File: src/rtl/rx_link_ctrl.sv
module rx_link_ctrl #(
  parameter int LANES  = 2,
  parameter int LINKS  = 2,
  parameter int OCTETS = 4,
  parameter int LAT_W  = 12,
  parameter int K_RUN  = 4,
  parameter logic [7:0] K_CODE = 8'hBC
) (
  input  logic                    clk,
  input  logic                    rst,
  input  logic                    link_en,
  input  logic                    subclass1,
  input  logic                    sysref_seen,
  input  logic                    lmfc_edge,
  input  logic                    frame_edge,
  input  logic [LANES-1:0]        lane_off,
  input  logic [LANES-1:0]        phy_rdy,
  input  logic [LANES*OCTETS*8-1:0] beat_data,
  input  logic [LANES*OCTETS-1:0] beat_kflag,
  input  logic [LINKS-1:0]        link_mask,
  output logic [LINKS-1:0]        sync_n,
  output logic                    align_en,
  output logic                    data_valid,
  output logic [1:0]              link_state,
  output logic [LANES*2-1:0]      lane_state,
  output logic [LANES*LAT_W-1:0]  lane_lat
);
  localparam int BEAT_W = OCTETS * 8;
  localparam int RUN_W  = $clog2(K_RUN + 1);
  localparam int OFS_W  = $clog2(OCTETS + 1);
  localparam logic [1:0] S_RST = 2'd0, S_PHY = 2'd1, S_CGS = 2'd2, S_DAT = 2'd3;
  localparam logic [1:0] L_INIT = 2'd0, L_CHK = 2'd1, L_DAT = 2'd2;

  logic [1:0]       st_q;
  logic [LANES-1:0] lane_sync;
  logic             all_phy, all_sync, rel_edge;

  assign all_phy  = &(phy_rdy | lane_off);
  assign all_sync = &(lane_sync | lane_off);
  assign rel_edge = subclass1 ? (lmfc_edge & sysref_seen) : frame_edge;

  always_ff @(posedge clk) begin
    if (rst || !link_en) st_q <= S_RST;
    else begin
      case (st_q)
        S_RST:   st_q <= S_PHY;
        S_PHY:   if (all_phy) st_q <= S_CGS;
        S_CGS:   if (all_sync && rel_edge) st_q <= S_DAT;
        default: st_q <= st_q;
      endcase
    end
  end

  assign link_state = st_q;
  assign data_valid = (st_q == S_DAT);
  assign align_en   = (st_q == S_CGS);
  assign sync_n     = link_mask | {LINKS{st_q == S_DAT}};

  for (genvar i = 0; i < LANES; i++) begin : g_lane
    logic [1:0]       lst_q, lst_d;
    logic [RUN_W-1:0] run_q, run_d;
    logic [LAT_W-1:0] lat_q;
    logic             done_q, has_nk;
    logic [OFS_W-1:0] first_nk;
    logic [OCTETS-1:0] is_k;

    always_comb begin
      for (int o = 0; o < OCTETS; o++)
        is_k[o] = beat_kflag[i*OCTETS+o] && (beat_data[i*BEAT_W+o*8 +: 8] == K_CODE);
    end

    always_comb begin
      lst_d = lst_q;
      run_d = run_q;
      has_nk = 1'b0;
      first_nk = '0;
      for (int o = 0; o < OCTETS; o++) begin
        if (is_k[o]) begin
          if (lst_d == L_INIT) begin
            lst_d = L_CHK;
            run_d = RUN_W'(1);
          end else if (lst_d == L_CHK) begin
            if (run_d == RUN_W'(K_RUN - 1)) lst_d = L_DAT;
            else run_d = run_d + 1'b1;
          end
        end else begin
          if (lst_d == L_CHK) lst_d = L_INIT;
          if (!has_nk) begin
            has_nk = 1'b1;
            first_nk = OFS_W'(o);
          end
        end
      end
    end

    always_ff @(posedge clk) begin
      if (rst || !link_en || lane_off[i] || st_q == S_RST || st_q == S_PHY) begin
        lst_q <= L_INIT;
        run_q <= '0;
      end else if (st_q == S_CGS) begin
        lst_q <= lst_d;
        run_q <= run_d;
      end
    end

    always_ff @(posedge clk) begin
      if (rst || st_q != S_DAT) begin
        lat_q  <= '0;
        done_q <= 1'b0;
      end else if (!done_q) begin
        if (has_nk) begin
          lat_q  <= lat_q + LAT_W'(first_nk);
          done_q <= 1'b1;
        end else begin
          lat_q <= lat_q + LAT_W'(OCTETS);
        end
      end
    end

    assign lane_sync[i]             = (lst_q == L_DAT);
    assign lane_state[2*i +: 2]     = lst_q;
    assign lane_lat[LAT_W*i +: LAT_W] = lat_q;
  end
endmodule

File: config.mk
export PLATFORM = sky130hd
export DESIGN_NAME = rx_link_ctrl
export DESIGN_NICKNAME = d
export VERILOG_FILES = /design/src/rtl/rx_link_ctrl.sv
export SDC_FILE = /design/constraint.sdc
export NUM_CORES = 1
export LEC_CHECK = 0
export BUFFER_PORTS_ARGS = -buffer_cell sky130_fd_sc_hd__buf_2
export CORE_MARGIN = 4
export CORE_UTILIZATION = 35
export DETAILED_ROUTE_END_ITERATION = 7
export REMOVE_ABC_BUFFERS = 1
export SYNTH_ARGS = -nofsm -noshare
export SYNTH_HDL_FRONTEND = slang
export SYNTH_SLANG_ARGS = --single-unit
File: constraint.sdc
create_clock -name clk -period 4.9 [get_ports clk]
set_input_delay 0.98 -clock clk [delete_from_list [all_inputs] [get_ports clk]]
set_output_delay 0.98 -clock clk [all_outputs]
set_load 0.05 [all_outputs]
==> reports/summary.txt, run 1 <==
==================================================================================================
Result of the run ................................................................... finished, final reports clean
Clock transition time at the flip-flop clock pins of the worst setup and hold paths .      0.08 ns
Biggest fanout along the worst timing path ..........................................            9
CTS resizes .........................................................................            0
Synth warnings ......................................................................            0
Slew at the pin with the worst max-slew slack .......................................    0.9797 ns
Post-synthesis instance area ........................................................     3069 um2
Number of buffers between clock root and the deepest sink ...........................            2
Post-route antenna net violation count ..............................................            0
Share of total power in combinational logic .........................................         9.3%
First-pass GRT wire length ..........................................................    13,810 um
Sequence of cells on the critical path .............................................. buf_2 -> or2_1 -> or3_1 -> o41ai_2 -> and4b_1 -> a211oi_1 -> ha_1 -> o21a_1 -> nand3b_1 -> or3b_2 -> a211oi_1 -> a21oi_1 -> o21a_1
Commonest register cell after synthesis ............................................. sky130_fd_sc_hd__dfxtp_1
Number of buffers inserted to repair setup after CTS ................................            0
Pin count of the biggest net entering global routing ................................           27
Fraction of post-synthesis cell area in the top cell type by area ...................       24.79%
Crit-path max cell delay ............................................................      0.53 ns
Multiplexer share of the synthesized area ...........................................       2.283%
Synthesized-area fraction occupied by and/or/nand/nor cells .........................       32.49%
Highest Clock Rate ..................................................................   0.2326 GHz
Final global-route overflow total ...................................................            0
Crit path DAT .......................................................................      4.49 ns
Die height ..........................................................................     101.6 um
Clock Sinks .........................................................................           38
Length in cells of the worst reg-to-reg path ........................................           14
Worst slew margin relative to its limit .............................................       33.00%
Most common cell in the synthesized netlist ......................................... sky130_fd_sc_hd__nor2_1
Vias ................................................................................        3,328
Most common library cells after synthesis ........................................... sky130_fd_sc_hd__nor2_1, sky130_fd_sc_hd__dfxtp_1, sky130_fd_sc_hd__a21oi_1
Fillers .............................................................................          835
Net switching fraction of the power .................................................       21.83%
Setup Viol. Count Final .............................................................            0
Final Hold Viols ....................................................................            0
Hold EP ............................................................................. g_lane[1].run_q[2]
Clock tree root driver cell ......................................................... sky130_fd_sc_hd__clkbuf_8
Beginning of the worst register-to-register path .................................... g_lane[0].run_q[0]
Worst clock skew on the final layout ................................................  0.007455 ns
Met2 layer usage reported by global route ...........................................       25.10%
Vias in the first global route ......................................................        3,107
Async S/R FF share, synth ...........................................................           0%
Cell area reported after detailed placement .........................................     3739 um2
Core ar. ............................................................................     8382 um2
Beginning of the worst hold path .................................................... g_lane[1].run_q[2]
Clock share of power ................................................................        46.4%
Max Slew Vio Count ..................................................................            0
GR Util met3 ........................................................................       3.788%
Final nets ..........................................................................          611
Xor/xnor cell area share of the yosys netlist .......................................       5.137%
Min-Delay Path Class ................................................................ flip-flop to flip-flop
Cell type with the largest total area after synthesis ............................... sky130_fd_sc_hd__dfxtp_1
Total clock buffers created by CTS ..................................................            5
Fraction of power consumed by sequential logic ......................................        44.3%
Power density over cell area ........................................................ 181.3 nW/um2
Net switching power .................................................................  0.0001535 W
EDFF count, synth ...................................................................            0
Max-capacitance violation count .....................................................            0
Compound-cell area share of the yosys netlist .......................................       23.48%
Number of top-level design ports ....................................................          119
CTS tree ............................................................................         done
Dominant combinational cell family by area after synthesis .......................... simple AND/OR/NAND/NOR gates
WS Path Type ........................................................................ primary input to flip-flop
Fraction of the yosys area taken by sequential cells ................................       24.79%
Setup Total Neg Slack ...............................................................         0 ns
H-tree lvl count ....................................................................            2
Clk_lat worst skew ..................................................................      0.29 ns
Horizontal extent of the die ........................................................     101.6 um
Data required time of the worst path ................................................      5.09 ns
End of the worst register-to-register path .......................................... g_lane[0].lst_q[0]
Number of synthesized register bits .................................................           38
Hold bufs inserted after CTS ........................................................            0
Synth-to-Final Area Change ..........................................................       26.38%
Kind of start point of the critical path ............................................ primary input
Port buffer count ...................................................................          118
Worst path setup slack after routing ................................................    0.6003 ns
Number of DRC markers in iteration 0 ................................................          140
Post-Synth Adder-Cell Area ..........................................................       7.419%
Most congested layer reported by global routing .....................................         met2
Pre-CTS worst setup slack ...........................................................    0.3084 ns
First-pass iteration count of the detailed router ...................................            4
Maximum resistive drop on vdd .......................................................     127.7 uV
Synth area leaders .................................................................. sky130_fd_sc_hd__dfxtp_1, sky130_fd_sc_hd__nor2_1, sky130_fd_sc_hd__ha_1
Detail Placement HPWL ...............................................................      6758 um
Routed len/inst .....................................................................     13.79 um
Leak pwr ............................................................................     1.689 nW
Number of vias per cell after detailed routing ......................................        5.403
Start point of the critical path .................................................... beat_data[0]
Number of cells on the worst hold path ..............................................            2
Period Utilization, post-route ......................................................       87.75%
Count of unresolved DRC violations after routing ....................................            0
Initial antenna violation count .....................................................            0
GP Congestion .......................................................................       0.9068
Cell Rows ...........................................................................           33
Clock period minus worst slack ......................................................     4.300 ns
Overall fraction of global-route tracks in use ......................................       16.04%
Cell internal pwr ...................................................................  0.0005496 W
Mean instance size in the synthesized netlist .......................................    7.731 um2
Setup repair after global routing missed its margin .................................        false
Internal reg-to-reg setup slack .....................................................      1.06 ns
Area of the die .....................................................................   10,330 um2
CP Capture Type .....................................................................    flip-flop
Distinct cells, synth ...............................................................           70
Met1 routing resource usage after global routing ....................................       22.70%
Synthesized instance count ..........................................................          397
Fraction of final layout cells with drive strength greater than 1 ...................       28.43%
Sum of routed wire length over all layers ...........................................      8496 um
Slowest-stage cell, CP .............................................................. sky130_fd_sc_hd__or3_1
Post-route cell area ................................................................     3879 um2
Initial Utilization .................................................................       36.62%
==================================================================================================
[critical path: cells and delay by family]
kind / cells / cell delay [ns]
compound gates: 6 / 1.39
fa+ha+maj: 1 / 0.26
buf+inv: 1 / 0.09
simple gates: 5 / 1.76
[cell families (layout without fill, tap and decap cells)]
group                      after synthesis  after routing
AOI/OAI and AO/OA                      104            104
xor gates and xnor gates                18             18
adders and majority gates               17             17
buffers and inverters                   31            144
DFF                                     38             38
muxes                                    7              7
other                                    0              1
and+or+nand+nor                        182            182
[how the worst max path moves through the flow]
stage / end / slack, ns / cells after the start
final: g_lane[0].lst_q[0] / 0.60 / 13
after global routing: g_lane[0].lst_q[0] / 0.34 / 13
after CTS: g_lane[0].lst_q[0] / 0.62 / 13
after detailed placement: g_lane[0].lst_q[0] / 0.31 / 13
after global placement: g_lane[0].lst_q[0] / 0.46 / 13
after floorplan: g_lane[0].lst_q[0] / 0.60 / 12
[sequential cells by signal (all words and copies together) (netlist names)]
register	flops
g_lane.done_q	2
g_lane.lat_q	24
g_lane.lst_q	4
g_lane.run_q	6
link_state	2
[layout make-up]
| type | count | area [um2] | area share (%) |
|---|---|---|---|
| Antenna cell | 1 | 2.502 | 0.06452 |
| Clock buffer | 5 | 68.82 | 1.774 |
| Clock inverter | 3 | 68.82 | 1.774 |
| Inverter | 14 | 52.55 | 1.355 |
| Multi-Input combinational cell | 328 | 2173 | 56.03 |
| Sequential cell | 38 | 760.7 | 19.61 |
| Tap cell | 105 | 131.4 | 3.387 |
| Timing Repair Buffer | 122 | 620.6 | 16.00 |
[power groups by stage]
| stage | sequential [W] | clock (W) | combinational (W) |
|---|---|---|---|
| 3_3_place_gp | 0.000319 | 0 | 0.0000636 |
| 3_5_place_dp | 0.000319 | 0 | 0.0000655 |
| 5_1_grt | 0.000312 | 0.000349 | 0.0000730 |
| 2_1_floorplan | 0.000322 | 0 | 0.0000244 |
| 4_1_cts | 0.000312 | 0.000333 | 0.0000657 |
| 6_report | 0.000312 | 0.000326 | 0.0000654 |
[metrics by stage]
step           power (W)  hold slack, ns  utilization (%)  cells
2_1_floorplan  0.0003463          0.4586                -    380
6_report       0.0007031          0.5154            46.28    616
4_1_cts        0.0007100          0.5088            46.25    615
3_5_place_dp   0.0003845          0.4947            44.60    607
3_3_place_gp   0.0003825          0.4927            44.60    607
5_1_grt        0.0007343          0.5642            46.25    615
[layer usage]
metal | routed length, um | vias to the layer above
met4 | 60 | 0
met5 | 0 | -
met1 | 4000 | 1521
met3 | 503 | 12
met2 | 3931 | 95
li1 | - | 1700
[layout by cell type (no fill, tap or decap), types with 9 or more instances in the layout]
master	n
sky130_fd_sc_hd__a21oi_1	26
sky130_fd_sc_hd__a31oi_1	9
sky130_fd_sc_hd__buf_2	118
sky130_fd_sc_hd__dfxtp_1	38
sky130_fd_sc_hd__ha_1	15
sky130_fd_sc_hd__inv_1	14
sky130_fd_sc_hd__nand2_1	22
sky130_fd_sc_hd__nand3_1	19
sky130_fd_sc_hd__nand4_1	10
sky130_fd_sc_hd__nor2_1	55
sky130_fd_sc_hd__o21ai_0	14
sky130_fd_sc_hd__xnor2_1	10
Power figures use the tool's default switching activity.
==> run 2, diff against run 1 <==
--- a/config.mk
+++ b/config.mk
@@ -7,8 +7,9 @@
 export LEC_CHECK = 0
 export BUFFER_PORTS_ARGS = -buffer_cell sky130_fd_sc_hd__buf_2
 export CORE_MARGIN = 4
-export CORE_UTILIZATION = 35
+export CORE_UTILIZATION = 45
 export DETAILED_ROUTE_END_ITERATION = 7
+export PLACE_DENSITY = 0.75
 export REMOVE_ABC_BUFFERS = 1
 export SYNTH_ARGS = -nofsm -noshare
 export SYNTH_HDL_FRONTEND = slang
==> run 2 against run 1 <==
Compared with the run above:
- cell area decreased by 0.97%
- register-to-register slack improved by 0.12 ns
- clock power about the same
- hold slack got worse by 0.0073 ns
- sequential share of layout area increased by 0.19 points
- sequential power about the same
- clock-buffer cell count unchanged
- final cell count decreased by 4.7%
- critical path depth unchanged
- setup slack improved by 0.033 ns
==> reports/summary.txt, run 2 (same netlist as run 1, synthesis figures left out) <==
==================================================================================================
Fillers .............................................................................          604
Area taken by flip-flops and latches ................................................    760.7 um2
Setup Total Neg Slack ...............................................................         0 ns
Area of the die .....................................................................     8206 um2
Worst slew margin relative to its limit .............................................       32.51%
Post-route cell area ................................................................     3841 um2
End of the worst register-to-register path .......................................... g_lane[0].lst_q[0]
Core ar. ............................................................................     6495 um2
WS Path Type ........................................................................ primary input to flip-flop
Result of the run ................................................................... finished, final reports clean
Hold bufs inserted after CTS ........................................................            0
Vias ................................................................................        3,381
Setup repair after global routing missed its margin .................................        false
Detail Placement HPWL ...............................................................      6616 um
Biggest fanout along the worst timing path ..........................................            7
Diode insertion count for antenna repair ............................................            0
Fraction of final layout cells with drive strength greater than 1 ...................       28.43%
Post-route antenna net violation count ..............................................            0
GP Congestion .......................................................................       0.9588
Clock transition time at the flip-flop clock pins of the worst setup and hold paths .      0.08 ns
Pre-CTS worst setup slack ...........................................................    0.3550 ns
Cell area reported after detailed placement .........................................     3704 um2
Clk_lat worst skew ..................................................................      0.29 ns
Hold EP ............................................................................. g_lane[1].run_q[2]
Period Utilization, post-route ......................................................       87.07%
Crit path DAT .......................................................................      4.45 ns
Power density over cell area ........................................................ 182.3 nW/um2
Initial antenna violation count .....................................................            0
CTS tree ............................................................................         done
CP Capture Type .....................................................................    flip-flop
Number of buffers between clock root and the deepest sink ...........................            2
CTS resizes .........................................................................            0
Area of combinational cells with multiple inputs ....................................     2173 um2
First-pass GRT wire length ..........................................................    14,060 um
Post-Layout Cell Count ..............................................................          587
Highest Clock Rate ..................................................................   0.2344 GHz
Data required time of the worst path ................................................      5.09 ns
Kind of start point of the critical path ............................................ primary input
Pin count of the biggest net entering global routing ................................           27
Clock tree root driver cell ......................................................... sky130_fd_sc_hd__clkbuf_8
Hold_ws .............................................................................    0.5081 ns
Length in cells of the worst reg-to-reg path ........................................           13
Slew at the pin with the worst max-slew slack .......................................    0.9868 ns
Beginning of the worst register-to-register path .................................... g_lane[0].run_q[0]
Synth-to-Final Area Change ..........................................................       25.15%
Final nets ..........................................................................          611
Clock Sinks .........................................................................           38
Number of DRC markers in iteration 0 ................................................          214
Die height ..........................................................................     90.59 um
H-tree lvl count ....................................................................            2
Maximum resistive drop on vdd .......................................................     147.0 uV
First-pass iteration count of the detailed router ...................................            6
Highest-count cells in the layout ignoring fill and taps ............................ sky130_fd_sc_hd__buf_2, sky130_fd_sc_hd__nor2_1, sky130_fd_sc_hd__dfxtp_1
Routed len/inst .....................................................................     14.28 um
Overall fraction of global-route tracks in use ......................................       19.91%
Leak pwr ............................................................................     1.688 nW
Max-capacitance violation count .....................................................            0
Worst path setup slack after routing ................................................    0.6334 ns
Total clock buffers created by CTS ..................................................            5
Setup Viol. Count Final .............................................................            0
Clock period minus worst slack ......................................................     4.267 ns
Number of buffers inserted to repair setup after CTS ................................            0
Count of unresolved DRC violations after routing ....................................            0
Max Slew Vio Count ..................................................................            0
Port buffer count ...................................................................          118
Horizontal extent of the die ........................................................     90.59 um
Final Hold Viols ....................................................................            0
Min-Delay Path Class ................................................................ flip-flop to flip-flop
Top reg by flops .................................................................... g_lane.lat_q
Top Registers ....................................................................... g_lane.lat_q (24), g_lane.run_q (6), g_lane.lst_q (4)
Cells after DPL .....................................................................          579
Sum of routed wire length over all layers ...........................................      8381 um
Cell Rows ...........................................................................           29
Initial Utilization .................................................................       47.25%
Commonest non-fill, non-tap cell in the layout ...................................... sky130_fd_sc_hd__buf_2
Largest register FFs ................................................................           24
Number of vias per cell after detailed routing ......................................        5.760
Final global-route overflow total ...................................................            0
Number of cells on the worst hold path ..............................................            2
Number of top-level design ports ....................................................          119
Beginning of the worst hold path .................................................... g_lane[1].run_q[2]
Internal reg-to-reg setup slack .....................................................      1.18 ns
Vias in the first global route ......................................................        3,110
Worst clock skew on the final layout ................................................  0.008291 ns
==================================================================================================
## run 2: cell types whose count changed in the layout (fill, tap and decap cells not counted)
cell | before | now
sky130_fd_sc_hd__diode_2 | 1 | 0
## run 2: through the flow
stage | util [%] | power, W
2_1_floorplan | - | 0.0003463
3_3_place_gp | 57.02 | 0.0003824
3_5_place_dp | 57.02 | 0.0003847
4_1_cts | 59.14 | 0.0007110
5_1_grt | 59.14 | 0.0007304
6_report | 59.14 | 0.0007003
## run 2: critical path, stage by stage
cell and delay [ns]:
sky130_fd_sc_hd__buf_2 0.09, sky130_fd_sc_hd__or2_1 0.24, sky130_fd_sc_hd__or3_1 0.42, sky130_fd_sc_hd__o41ai_2 0.50, sky130_fd_sc_hd__and4b_1 0.26, sky130_fd_sc_hd__a211oi_1 0.07
sky130_fd_sc_hd__ha_1 0.25, sky130_fd_sc_hd__o21a_1 0.18, sky130_fd_sc_hd__nand3b_1 0.23, sky130_fd_sc_hd__or3b_2 0.51, sky130_fd_sc_hd__a211oi_1 0.41, sky130_fd_sc_hd__a21oi_1 0.12
sky130_fd_sc_hd__o21a_1 0.18
## run 2: worst max-delay path by stage
stage / start / endpoint / slack, ns / cells past startpoint
after detailed placement: beat_data[0] / g_lane[0].lst_q[0] / 0.35 / 13
after global routing: beat_data[0] / g_lane[0].lst_q[0] / 0.33 / 14
after global placement: beat_data[0] / g_lane[0].lst_q[0] / 0.49 / 13
after floorplan: beat_data[0] / g_lane[0].lst_q[0] / 0.60 / 12
final: beat_data[0] / g_lane[0].lst_q[0] / 0.63 / 13
after CTS: beat_data[0] / g_lane[0].lst_q[0] / 0.66 / 13
## run 2: per-layer routing
metal,vias up,global-route usage [%],routed length [um]
met3,25,4.333,698
met2,149,31.25,3817
met5,-,0,0
met1,1505,27.10,3679
met4,0,6.250,185
li1,1702,-,-
## run 2: where the power goes
part           switching [W]  internal (W)
Combinational      0.0000304     0.0000358
Clock               0.000119      0.000204
Sequential        0.00000188      0.000310
Total               0.000151      0.000549
## run 2: layout make-up
class	count	area share, %
well taps	77	2.508
multi-input cells	328	56.58
inverters	14	1.368
repair buffers	122	16.16
flip-flops and latches	38	19.80
clock buffers	5	1.792
clock inverters	3	1.792
